[config.mk]
export PLATFORM = sky130hd
export DESIGN_NAME = rsp_rate_sel
export DESIGN_NICKNAME = d
export VERILOG_FILES = /design/src/rtl/rsel_pkg.sv /design/src/rtl/rsel_elig.sv /design/src/rtl/rsel_pick.sv /design/src/rtl/rsp_rate_sel.sv
export SDC_FILE = /design/constraint.sdc
export NUM_CORES = 1
export LEC_CHECK = 0
export ABC_AREA = 1
export BUFFER_PORTS_ARGS = -buffer_cell sky130_fd_sc_hd__buf_2
export CORE_MARGIN = 1.5
export CORE_UTILIZATION = 37
export DETAILED_ROUTE_END_ITERATION = 8
export GPL_TIMING_DRIVEN = 1
export HOLD_SLACK_MARGIN = 0.03
export PLACE_DENSITY = 0.74
export RECOVER_POWER = 50
export SYNTH_ARGS = -nofsm -noshare
export SYNTH_HDL_FRONTEND = slang
export SYNTH_SLANG_ARGS = --single-unit
[constraint.sdc]
create_clock -name clk -period 1.2 [get_ports clk]
set_input_delay 0.12 -clock clk [delete_from_list [all_inputs] [get_ports clk]]
set_output_delay 0.12 -clock clk [all_outputs]
set_load 0.03 [all_outputs]
[src/rtl/rsel_pkg.sv]
package rsel_pkg;
    localparam int RATE_BITS = 16;
    localparam int CODE_W    = $clog2(RATE_BITS);
    localparam int NUM_RANK  = 12;
    localparam int RANK_W    = $clog2(NUM_RANK);

    typedef logic [CODE_W-1:0]    rate_code_t;
    typedef logic [RATE_BITS-1:0] rate_map_t;

    // table bits that carry a rate; 4..7 are dead
    localparam rate_map_t USED_MASK = 16'hFF0F;

    typedef struct packed {
        logic              ok;
        logic [RANK_W-1:0] rank;
    } rank_t;

    typedef struct packed {
        logic       fallback;
        rate_code_t code;
    } resp_t;

    // speed rank of a code: 1,2,5.5,6,9,11,12,18,24,36,48,54
    function automatic rank_t code_rank(rate_code_t c);
        rank_t r;
        r.ok = 1'b1;
        case (c)
            4'd0:    r.rank = 4'd0;
            4'd1:    r.rank = 4'd1;
            4'd2:    r.rank = 4'd2;
            4'd8:    r.rank = 4'd3;
            4'd9:    r.rank = 4'd4;
            4'd3:    r.rank = 4'd5;
            4'd10:   r.rank = 4'd6;
            4'd11:   r.rank = 4'd7;
            4'd12:   r.rank = 4'd8;
            4'd13:   r.rank = 4'd9;
            4'd14:   r.rank = 4'd10;
            4'd15:   r.rank = 4'd11;
            default: begin r.ok = 1'b0; r.rank = '0; end
        endcase
        return r;
    endfunction

    function automatic rate_code_t rank_code(int r);
        case (r)
            0:       return 4'd0;
            1:       return 4'd1;
            2:       return 4'd2;
            3:       return 4'd8;
            4:       return 4'd9;
            5:       return 4'd3;
            6:       return 4'd10;
            7:       return 4'd11;
            8:       return 4'd12;
            9:       return 4'd13;
            10:      return 4'd14;
            default: return 4'd15;
        endcase
    endfunction
endpackage

[src/rtl/rsel_elig.sv]
module rsel_elig
    import rsel_pkg::*;
(
    input  rate_code_t in_code,
    output rate_map_t  elig
);
    rank_t lim;
    rank_t rk;

    always_comb begin
        lim  = code_rank(in_code);
        elig = '0;
        rk   = '0;
        for (int g = 0; g < RATE_BITS; g++) begin
            rk = code_rank(rate_code_t'(g));
            elig[g] = lim.ok && rk.ok && (rk.rank <= lim.rank);
        end
    end
endmodule

[src/rtl/rsel_pick.sv]
module rsel_pick
    import rsel_pkg::*;
(
    input  rate_map_t  cand,
    output logic       found,
    output rate_code_t code
);
    // ascending walk: the last hit is the fastest
    always_comb begin
        found = 1'b0;
        code  = '0;
        for (int r = 0; r < NUM_RANK; r++) begin
            if (cand[rank_code(r)]) begin
                found = 1'b1;
                code  = rank_code(r);
            end
        end
    end
endmodule

[src/rtl/rsp_rate_sel.sv]
module rsp_rate_sel
    import rsel_pkg::*;
(
    input  logic        clk,
    input  logic        rst,
    input  logic        req,
    input  logic [3:0]  rx_rate,
    input  logic [15:0] basic_tbl,
    input  logic [15:0] mand_tbl,
    output logic        rsp_valid,
    output logic [3:0]  rsp_rate,
    output logic        rsp_fallback
);
    localparam int NSTAGE = 2;

    rate_map_t  elig;
    rate_map_t  tbl   [NSTAGE];
    logic       hit   [NSTAGE];
    rate_code_t hcode [NSTAGE];
    resp_t      nxt;
    resp_t      cur;
    logic       vld;

    assign tbl[0] = basic_tbl & USED_MASK;
    assign tbl[1] = mand_tbl  & USED_MASK;

    rsel_elig u_elig (
        .in_code (rx_rate),
        .elig    (elig)
    );

    for (genvar s = 0; s < NSTAGE; s++) begin : g_stage
        rsel_pick u_pick (
            .cand  (tbl[s] & elig),
            .found (hit[s]),
            .code  (hcode[s])
        );
    end

    always_comb begin
        if (hit[0])      nxt = '{fallback: 1'b0, code: hcode[0]};
        else if (hit[1]) nxt = '{fallback: 1'b0, code: hcode[1]};
        else             nxt = '{fallback: 1'b1, code: '0};
    end

    always_ff @(posedge clk) begin
        if (rst) begin
            vld <= 1'b0;
            cur <= '0;
        end else begin
            vld <= req;
            if (req) cur <= nxt;
        end
    end

    assign rsp_valid    = vld;
    assign rsp_rate     = cur.code;
    assign rsp_fallback = cur.fallback;
endmodule

## Word-level counts from Yosys, hierarchy flattened

Cells that the tools add are included.

- Flip-flop bits (word level): 6
- Logic and storage cells: 92
- Bits of input ports: 39
- Output and inout bits: 6

- Reduce and logical (&&, ||, !) cells: 14
- Order comparisons: 12
- Muxes and demuxes: 50
- Bitwise logic cells: 2
- Equal/unequal tests: 11

Operators with widths:

| operator | number |
|---|---|
| 4-bit two-way mux | 20 |
| 4-bit case mux with 11 select lines | 1 |
| 16-bit bitwise AND | 2 |
| 4-bit equality test, second input constant | 8 |
| 1-bit two-way mux | 27 |
| 3-bit by 4-bit <= comparator with 1-bit output, first input constant | 4 |
| 4-bit <= comparator, first input constant | 4 |
| 1-bit logical AND | 12 |
| 12-bit OR reduction | 1 |
| 5-bit two-way mux | 2 |
| 4-bit by 2-bit equality test with 1-bit output, second input constant | 2 |
| 1-bit by 4-bit <= comparator with 1-bit output, first input constant | 2 |
| 2-bit by 4-bit <= comparator with 1-bit output, first input constant | 2 |
| 4-bit by 1-bit equality test with 1-bit output, second input constant | 1 |
| 4-bit logical NOT | 1 |

## Depth between registers and ports, before layout

Gate-level depths: netlist of the first run.

- Depth after elaboration: 19
- Gate-level depth with buffers: 16
- Mapped depth without buffers: 16

## Hierarchy

A second synthesis of the first run with hierarchy kept.

- Cell total of the unflattened synthesis: 177
- Area total of the unflattened synthesis: 854.6 µm²

Modules (own cells, without submodules):

| module | seq. area each (µm²) | area each (µm²) | instances | cells each |
|---|---|---|---|---|
| rsp_rate_sel | 120.1 | 460.4 | 1 | 92 |
| rsel_pick | 0.0 | 120.1 | 2 | 26 |
| rsel_elig | 0.0 | 153.9 | 1 | 33 |

## Worst setup path before layout of the first run

No wires, ideal clock.

- Kind: input to register
- Start: input rx_rate[3]
- End: register cur, in the netlist rsp_rate[1]
- Buffers on the path: 0
- Stages on the path: 11
- Data required time: 1.134 ns
- Library setup time: 0.066 ns
- Path slack: -0.002 ns
- Data arrival time: 1.136 ns
- Cells stage by stage: nand2_1 -> nand3_2 -> nand3_2 -> nand2_2 -> nor3b_2 -> nand2_1 -> nor2_4 -> inv_2 -> nor2_2 -> nand2_1 -> a21oi_2

- Cells in the longest elaborated chain, start to end: 19
- Elaborated cells between the ends (all ways): 87
- Classes of those cells: order compare (12); eq/ne (11); mux (48); bitwise (2); reduce/logical (14)

RTL lines:

| element | RTL line | source |
|---|---|---|
| start, declared | rsp_rate_sel.sv:7 | `input logic [3:0] rx_rate,` |
| 4-bit equality test, or another cell as far along | rsel_pkg.sv:27 | `case (c)` |
| 4-bit case mux with 11 select lines or 12-bit OR reduction (tied branches) | n/a |  |
| 1-bit by 4-bit <= comparator with 1-bit output or 1-bit two-way mux (tied branches) | rsel_elig.sv:16, rsel_pkg.sv:27 |  |
| 1-bit logical AND | rsel_elig.sv:16 | `elig[g] = lim.ok && rk.ok && (rk.rank <= lim.rank);` |
| 16-bit bitwise AND | rsp_rate_sel.sv:34 | `.cand (tbl[s] & elig),` |
| 1-bit two-way mux (12 in series) | rsel_pick.sv:13 | `if (cand[rank_code(r)]) begin` |
| 5-bit two-way mux | rsp_rate_sel.sv:42 | `else if (hit[1]) nxt = '{fallback: 1'b0, code: hcode[1]};` |
| 5-bit two-way mux * | rsp_rate_sel.sv:41 | `if (hit[0]) nxt = '{fallback: 1'b0, code: hcode[0]};` |
| end signal, assigned | rsp_rate_sel.sv:52 | `if (req) cur <= nxt;` |
| end, declared | rsp_rate_sel.sv:21 | `resp_t cur;` |

Every way passes the cells marked *; elsewhere a longest branch is shown, timed or not.
A chain may end at the register's enable or synchronous reset.

## Final worst setup path of the first run

- Start: input rx_rate[3]
- End: register cur, in the netlist rsp_rate[3]

The elaborated chain is that of the path after synthesis.

==> flow_metrics.tcl, run 1 <==
set metrics [dict create \
    status "finished clean" \
    rsz0062_at_grt "yes" \
    multi_input_area_um2 557 \
    fin_worst_skew_ns 0 \
    grt-ovfl-total 0 \
    fin_cells 211 \
    setup_viol 0 \
    seqCellArea_um2 120 \
    design.core.area_um2 1750 \
    layout_commonest_cell "nand2_1" \
    yosysWarnings 0 \
    portBuffers 36 \
    regToRegEndpoint "rsp_rate[0]$_SDFFE_PP0P_" \
    fp.dieH_um 46.6 \
    critical_path.max_fanout 5 \
    syn-instance-count 131 \
    fin_crit_ns 1.17 \
    vias_per_cell 4.53 \
    clkPwrFrac 0.223 \
    slew_headroom 0.756 \
    die_w_um 46.6 \
    area_growth_pct 64.9 \
    drive_above_1_share 0.441 \
    wirelength_mm 1.97 \
    layout_common_cells "nand2_1, buf_2, buf_4, inv_1, nand2_2" \
    numCtsBuffers 3 \
    place_hpwl_mm 1.65 \
    critPathSlowestCell "nor3b_2" \
    ir_worst_vdd_mv 0.347 \
    crit_arrival_ns 1.35 \
    dieArea_um2 2170 \
    finalNetCount 227 \
    cts.sinks 6 \
    num_vias 956 \
    synth_cell_types 23 \
    switching_share 0.366 \
    clkTransAtPathRegs_ns 0.04 \
    r2r_start "rsp_rate[0]$_SDFFE_PP0P_" \
    hp-start "rst" \
    r2r_cells 2 \
    cap_violations 0 \
    combPwrFrac 0.505 \
    nFillCells 178 \
    yosysSeqAreaShare 0.171 \
    htree_levels 1 \
    wl_per_cell_um 9.32 \
    grt_pass1_vias 820 \
    ff2ff_setup_slack_ns 0.53 \
    p_seq_frac 0.272 \
    ant_nets 0 \
    firstDrtPassIters 4 \
    clock_latency_ns 0.24 \
    utilization 0.663 \
    path_delay_family "simple AND/OR/NAND/NOR gates" \
    powerDensity_nw_per_um2 694 \
    grt_pass1_wl_mm 3.04 \
    p_sw_uw 294 \
    synth-seq-cells 6 \
    max_stage_delay_ns 0.16 \
    syn_area_um2 702 \
    gp_congestion 0.829 \
    power_uw 803 \
    critical_path.cell_chain "buf_6 > inv_4 > nand2_4 > inv_2 > nand2_2 > nand2_2 > nand2_2 > nor3b_2 > nand2_1 > nor2_4 > inv_2 > nor2_2 > nand2_1 > a21oi_2" \
    post-route-worst-setup-slack_ns 0.0309 \
    postCtsHoldBufs 0 \
    hold_ws_ns 0.0645 \
    initial_core_util 0.402 \
    dp_cells 205 \
    slew_violations 0 \
    critical_path_class "primary input to register" \
    cts.path.max_buffers 2 \
    cts_root_buffer "clkbuf_4" \
    cp-end-kind "register" \
    fin_crit_sh 0.974 \
    hold-path-endpoint "rsp_valid$_SDFF_PP0_" \
    start_kind "primary input" \
    place_ws_ns -0.286 \
    track_usage 0.191 \
    path_common_cell "nand2_2" \
    fmax_mhz 855 \
    finalHoldViolCount 0 \
    path_buf_inv 4 \
    diodes 0 \
    leakage_nw 0.680 \
    holdCritPathClass "primary input to register" \
    tightestPinTransition_ns 0.368 \
    postSynthAreaPerCell_um2 5.36 \
    min_path_cells 2 \
    drtIter0Drc 7 \
    grt_max_degree 7 \
    io_pins 45 \
    drc 0 \
    syn_nets 170 \
    tritoncts "built" \
    num_rows 15 \
    internal_power_uw 509 \
    required_ns 1.38 \
    antenna_found_initial 0 \
]
==> state kept, by name, indices dropped and copies added (netlist names) <==
| signal | cells |
|---|---|
| rsp_rate | 4 |
| rsp_fallback | 1 |
| rsp_valid | 1 |
==> power by group through the flow <==
stage,clock [mW],combinational [mW],sequential [mW]
2_1_floorplan,0,0.183,0.250
3_3_place_gp,0,0.349,0.221
3_5_place_dp,0,0.356,0.222
4_1_cts,0.187,0.361,0.218
5_1_grt,0.208,0.453,0.219
6_report,0.179,0.405,0.219
==> layer usage <==
metal	track usage	up-vias	wire, um	share of wire
met1	0.226	391	826	0.42
met2	0.353	33	1020	0.52
met3	0	4	85	0.043
li1	-	528	-	-
met4	0.0857	0	31	0.016
met5	0	-	0	0
==> through the flow <==
stage | setup TNS [ns] | instance area [um2]
after floorplan | 0 | 704
after global placement | -1.02 | 1010
after detailed placement | -1.16 | 1010
after CTS | 0 | 1050
after global routing | -0.158 | 1160
final | 0 | 1160
==> area by class of cell <==
type | count | share of cell area
inverters | 19 | 0.0768
clock buffers | 3 | 0.0195
flip-flops and latches | 6 | 0.104
well taps | 25 | 0.0270
multi-input cells | 106 | 0.481
repair buffers | 52 | 0.292
==> synthesized netlist by cell type (all sizes together) <==
cell type,instances,area share
o21ai,7,0.050
nand2,68,0.39
a22o,1,0.014
nand4,2,0.018
o211ai,1,0.011
nor2,9,0.062
nand3,7,0.064
a31oi,1,0.0089
nor3,1,0.014
nor3b,1,0.018
dfxtp,6,0.17
a211oi,2,0.021
a21oi,5,0.046
o21bai,1,0.011
inv,19,0.10
==> how the worst max path moves through the flow <==
stage / from / to / slack (ns) / depth (start not counted)
after floorplan: rx_rate[3] / rsp_rate[1]$_SDFFE_PP0P_ / 0.004 / 13
after global placement: rx_rate[3] / rsp_rate[3]$_SDFFE_PP0P_ / -0.26 / 14
after CTS: rx_rate[1] / rsp_rate[3]$_SDFFE_PP0P_ / 0.02 / 14
final: rx_rate[3] / rsp_rate[3]$_SDFFE_PP0P_ / 0.03 / 14
after detailed placement: rx_rate[3] / rsp_rate[3]$_SDFFE_PP0P_ / -0.29 / 14
after global routing: rx_rate[3] / rsp_rate[3]$_SDFFE_PP0P_ / -0.06 / 14
==> worst reg2reg max path, delay by kind of cell (launching register included) <==
kind               cells  cell delay (ns)
AOI/OAI and AO/OA      2             0.26
DFF                    1             0.30
==> timing repair <==
item,4_1_cts,5_1_grt
pin swaps,3,13
endpoints found under the setup margin,2,5
gates resized for setup,2,35
setup buffers,1,2
==> cells by family after synthesis <==
| kind of cell | share of synthesized area |
|---|---|
| simple gates | 0.565 |
| compound gates | 0.162 |
| flops | 0.171 |
| buf+inv | 0.102 |
Note: power is estimated with default switching activity, not from simulation.
==> run 2, diff against run 1 <==
--- a/config.mk
+++ b/config.mk
@@ -14,6 +14,7 @@
 export HOLD_SLACK_MARGIN = 0.03
 export PLACE_DENSITY = 0.74
 export RECOVER_POWER = 50
+export SETUP_SLACK_MARGIN = 0.05
 export SYNTH_ARGS = -nofsm -noshare
 export SYNTH_HDL_FRONTEND = slang
 export SYNTH_SLANG_ARGS = --single-unit
==> run 2 against run 1 <==
Effect of this change: the flow now finishes with violations (setup timing); critical path type unchanged; highest routed layer unchanged; maximum frequency fell by 5.3%; first-iteration DRC count rose to 4.0 times the previous value; final area rose by 7.1%; largest cell class unchanged; sequential power barely moved; power rose by 4.4%; worst hold slack improved by 0.0097 ns; combinational power rose by 9.1%.
==> flow_metrics.tcl, run 2 (synthesized netlist as in run 1, its figures left out) <==
set metrics [dict create \
    max_stage_delay_ns 0.15 \
    required_ns 1.38 \
    setup_viol 3 \
    grt_pass1_vias 846 \
    critical_path.max_fanout 5 \
    violations "setup timing" \
    tritoncts "built" \
    fin_worst_skew_ns 0 \
    postCtsHoldBufs 0 \
    num_rows 15 \
    critical_path_class "primary input to register" \
    rsz0062_at_grt "yes" \
    cp-end-kind "register" \
    fin_cells 213 \
    place_hpwl_mm 1.59 \
    finalHoldViolCount 0 \
    grt_pass1_wl_mm 3.13 \
    dpl-instance-area_um2 1000 \
    layout_commonest_cell "nand2_1" \
    fin_area_um2 1240 \
    internal_power_uw 524 \
    layout_common_cells "nand2_1, buf_2, buf_4, nand2_2, inv_1" \
    finalNetCount 229 \
    utilization 0.710 \
    min_path_cells 2 \
    post-route-worst-setup-slack_ns -0.0346 \
    path_common_cell "nand2_2" \
    vias_per_cell 4.72 \
    status "complete, but fails checks" \
    drtIter0Drc 28 \
    critical_path.cell_chain "buf_12 > clkinvlp_4 > nand2_4 > inv_2 > nand2_2 > nand2_2 > nand2_2 > nor3b_2 > nand2_1 > nor2_4 > buf_4 > buf_6 > nand3_2 > nand2_1" \
    p_seq_frac 0.261 \
    critPathSlowestCell "nor2_4" \
    num_vias 1005 \
    cts.sinks 6 \
    fmax_mhz 810 \
    fp.dieH_um 46.6 \
    holdCritPathClass "primary input to register" \
    ant_nets 0 \
    cts.path.max_buffers 2 \
    switching_share 0.375 \
    gp_congestion 0.814 \
    slew_headroom 0.757 \
    hold_ws_ns 0.0742 \
    fin_crit_sh 1.03 \
    io_pins 45 \
    fin_crit_ns 1.23 \
    design.core.area_um2 1750 \
    start_kind "primary input" \
    dp_cells 203 \
    r2r_cells 2 \
    diodes 0 \
    wl_per_cell_um 10.5 \
    drc 0 \
    clkPwrFrac 0.212 \
    htree_levels 1 \
    slew_violations 0 \
    clkTransAtPathRegs_ns 0.04 \
    grt_max_degree 7 \
    numCtsBuffers 3 \
    cts_root_buffer "clkbuf_4" \
    crit_arrival_ns 1.41 \
    track_usage 0.196 \
    cap_violations 0 \
    antenna_found_initial 0 \
    tightestPinTransition_ns 0.366 \
    drive_above_1_share 0.511 \
    portBuffers 36 \
    dieArea_um2 2170 \
    grt-ovfl-total 0 \
    clock_latency_ns 0.24 \
    initial_core_util 0.402 \
    largest_reg_flops 4 \
    area_growth_pct 76.6 \
    die_w_um 46.6 \
    combPwrFrac 0.527 \
    wirelength_mm 2.23 \
    firstDrtPassIters 4 \
    ff2ff_setup_slack_ns 0.55 \
    leakage_nw 0.701 \
    powerDensity_nw_per_um2 676 \
    p_sw_uw 314 \
    ir_worst_vdd_mv 0.334 \
]
==> run 2: changes by cell type in the layout (fill, tap and decap cells not counted), sizes merged <==
cell and change:
clkinvlp +1, clkbuf -1, inv -2, clkinv +1
buf +3
==> run 2: path summary, 6_finish.rpt <==
path / startpoint / to
worst min-delay path: rst / rsp_valid$_SDFF_PP0_
worst max register to register: rsp_rate[1]$_SDFFE_PP0P_ / rsp_rate[1]$_SDFFE_PP0P_
worst max-delay path: rx_rate[3] / rsp_fallback$_SDFFE_PP0P_
worst min register to register: rsp_fallback$_SDFFE_PP0P_ / rsp_fallback$_SDFFE_PP0P_
==> run 2: cell type report <==
type                            instances  area, um2
Clock buffer                            3       22.5
Sequential cell                         6        120
Tap cell                               25       31.3
Timing Repair Buffer                   54        370
Multi-Input combinational cell        106        601
Inverter                               19       95.1
Fill cell                             155        505
==> run 2: metrics by stage <==
step                      power [mW]  worst slack [ns]  TNS [ns]
final                          0.838           -0.0346   -0.0541
after global routing           0.906            -0.114    -0.463
after CTS                      0.773            0.0526         0
after detailed placement       0.572            -0.251    -0.993
after global placement         0.569            -0.210    -0.818
after floorplan                0.435            0.0469         0
==> run 2: timing repair <==
action | 4_1_cts | 5_1_grt
endpoints found under the setup margin | 3 | 5
pin swaps | 3 | 17
resized for setup | 16 | 32
buffers inserted | 2 | 5
==> run 2: power groups by stage <==
stage	registers [mW]	clock network [mW]	logic (mW)
floorplan	0.250	0	0.185
global placement	0.221	0	0.347
detailed placement	0.222	0	0.350
CTS	0.218	0.178	0.376
global route	0.219	0.199	0.487
finish	0.218	0.178	0.442
==> run 2: routing by layer <==
metal / vias up / track usage / wire length [um]
li1: 532 / - / -
met1: 436 / 0.233 / 934
met2: 35 / 0.369 / 1180
met3: 2 / 0.0118 / 93
met4: 0 / 0.0514 / 14
met5: - / 0 / 0
==> run 2: critical path: cells and delay by family <==
family	cells	cell delay (ns)
buffers and inverters	5	0.51
AND/OR/NAND/NOR	9	0.78
==> run 3, diff against run 2 <==
--- a/config.mk
+++ b/config.mk
@@ -8,11 +8,11 @@
 export ABC_AREA = 1
 export BUFFER_PORTS_ARGS = -buffer_cell sky130_fd_sc_hd__buf_2
 export CORE_MARGIN = 1.5
-export CORE_UTILIZATION = 37
+export CORE_UTILIZATION = 41
 export DETAILED_ROUTE_END_ITERATION = 8
 export GPL_TIMING_DRIVEN = 1
 export HOLD_SLACK_MARGIN = 0.03
-export PLACE_DENSITY = 0.74
+export PLACE_DENSITY = 0.82
 export RECOVER_POWER = 50
 export SETUP_SLACK_MARGIN = 0.05
 export SYNTH_ARGS = -nofsm -noshare
==> constraint.sdc (replaced) <==
create_clock -name clk -period 1.3 [get_ports clk]
set_input_delay 0.13 -clock clk [delete_from_list [all_inputs] [get_ports clk]]
set_output_delay 0.13 -clock clk [all_outputs]
set_load 0.03 [all_outputs]
==> run 3 against run 2 <==
Effect of this change: the flow finishes with violations (DRC); worst setup slack improved by 0.098 ns; final area decreased by 3.6%; clock-buffer cell count is the same; global-route usage increased by 4.6 points; utilization rose by 5.6 points; first-iteration DRC count is 11% lower; cell count decreased by 5.2%; clock skew unchanged; critical path type unchanged; critical endpoint is now rsp_rate[3]$_SDFFE_PP0P_.
==> flow_metrics.tcl, run 3 (synthesized netlist as in run 1, its figures left out) <==
set metrics [dict create \
    regToRegEndpoint "rsp_rate[2]$_SDFFE_PP0P_" \
    diodes 0 \
    dpl-instance-area_um2 1000 \
    finalNetCount 227 \
    slew_headroom 0.756 \
    design.core.area_um2 1560 \
    layout_common_cells "nand2_1, buf_2, buf_4, nand2_2, inv_1" \
    fin_crit_sh 0.951 \
    internal_power_uw 478 \
    critical_path_class "primary input to register" \
    routed.top_layer "met4" \
    fin_worst_skew_ns 0 \
    cp-end-kind "register" \
    io_pins 45 \
    grt_pass1_vias 969 \
    clock_latency_ns 0.24 \
    wirelength_mm 2.47 \
    place_hpwl_mm 1.72 \
    violations "DRC" \
    powerDensity_nw_per_um2 656 \
    path_common_cell "nand2_1" \
    dieArea_um2 1970 \
    initial_core_util 0.450 \
    path_delay_family "simple AND/OR/NAND/NOR gates" \
    ant_nets 0 \
    portBuffers 36 \
    track_usage 0.242 \
    drc 3 \
    cts_root_buffer "clkbuf_4" \
    nFillCells 119 \
    fp.dieH_um 44.4 \
    p_sw_uw 306 \
    utilization 0.766 \
    final.setup.tns_ns 0 \
    status "complete, but fails checks" \
    switching_share 0.390 \
    fin_area_um2 1190 \
    slew_violations 0 \
    combPwrFrac 0.525 \
    wl_met1_um 861 \
    post-route-worst-setup-slack_ns 0.0638 \
    grt_max_degree 7 \
    area_growth_pct 70.2 \
    antenna_found_initial 0 \
    rsz0062_at_grt "yes" \
    fin_cells 202 \
    setup_viol 0 \
    wl_per_cell_um 12.2 \
    htree_levels 1 \
    clkPwrFrac 0.217 \
    finalHoldViolCount 0 \
    holdCritPathClass "primary input to register" \
    fin_crit_ns 1.24 \
    vias_per_cell 5.18 \
    gp_congestion 0.849 \
    critPathSlowestCell "nor3_4" \
    start_kind "primary input" \
    numCtsBuffers 3 \
    route.met3.wl_um 115 \
    fmax_mhz 809 \
    cts.path.max_buffers 2 \
    ff2ff_setup_slack_ns 0.63 \
    clkTransAtPathRegs_ns 0.04 \
    critical_path.cell_chain "buf_12 > clkinv_8 > buf_6 > a21oi_2 > nand2_1 > nand2_1 > nor2_1 > nand2_1 > inv_2 > nand3_2 > nor3_4 > nor2_2 > nand2_1 > a21oi_2" \
    grt_pass1_wl_mm 3.60 \
    power_uw 783 \
    die_w_um 44.4 \
    r2r_cells 2 \
    crit_arrival_ns 1.36 \
    r2r_start "rsp_rate[2]$_SDFFE_PP0P_" \
    drtIter0Drc 25 \
    layout_commonest_cell "nand2_1" \
    tritoncts "built" \
    num_vias 1046 \
    max_stage_delay_ns 0.22 \
    p_seq_frac 0.258 \
    path_buf_inv 4 \
    cap_violations 0 \
    postCtsHoldBufs 0 \
    dp_cells 196 \
    firstDrtPassIters 8 \
    drive_above_1_share 0.500 \
    largest_reg_flops 4 \
    min_path_cells 2 \
    num_rows 14 \
    hold_ws_ns 0.0746 \
    place_ws_ns -0.237 \
    hp-start "rst" \
    leakage_nw 0.669 \
    critical_path.max_fanout 6 \
    met2_length_mm 1.34 \
    hold-path-endpoint "rsp_valid$_SDFF_PP0_" \
    tightestPinTransition_ns 0.368 \
    ir_worst_vdd_mv 0.334 \
    required_ns 1.42 \
    cts.sinks 6 \
    grt-ovfl-total 0 \
]
## run 3: worst max path at each step
stage	start	slack, ns	cells after the start	to
after floorplan	rx_rate[3]	0.09	11	rsp_rate[1]$_SDFFE_PP0P_
after global placement	rx_rate[1]	-0.16	13	rsp_rate[1]$_SDFFE_PP0P_
after detailed placement	rx_rate[3]	-0.24	14	rsp_rate[3]$_SDFFE_PP0P_
after CTS	rx_rate[1]	0.05	14	rsp_rate[3]$_SDFFE_PP0P_
after global routing	rx_rate[1]	-0.03	17	rsp_rate[0]$_SDFFE_PP0P_
final	rx_rate[1]	0.06	14	rsp_rate[3]$_SDFFE_PP0P_
## run 3: metal layers
metal / vias to the layer above / global-route usage
met4: 0 / 0.127
met5: - / 0
met3: 18 / 0.0163
li1: 524 / -
met1: 448 / 0.253
met2: 56 / 0.471
## run 3: what timing repair did
item / in CTS / in global routing
endpoints found under the setup margin: 2 / 5
gates cloned: 0 / 0
resized for setup: 8 / 47
pin swaps: 4 / 20
buffers inserted: 1 / 2
## run 3: power by group through the flow
stage                     Clock (mW)  Sequential, mW  Combinational (mW)
after floorplan                    0           0.231               0.169
after global placement             0           0.204               0.323
after detailed placement           0           0.205               0.331
after CTS                      0.176           0.202               0.340
after global routing           0.191           0.204               0.450
final                          0.170           0.202               0.411
## run 3: final cells by class
class,instances,area (um2),area share
Clock buffer,3,22.5,0.0188
Inverter,19,96.3,0.0806
Multi-Input combinational cell,106,597,0.499
Sequential cell,6,120,0.101
Tap cell,16,20.0,0.0168
Timing Repair Buffer,52,339,0.284
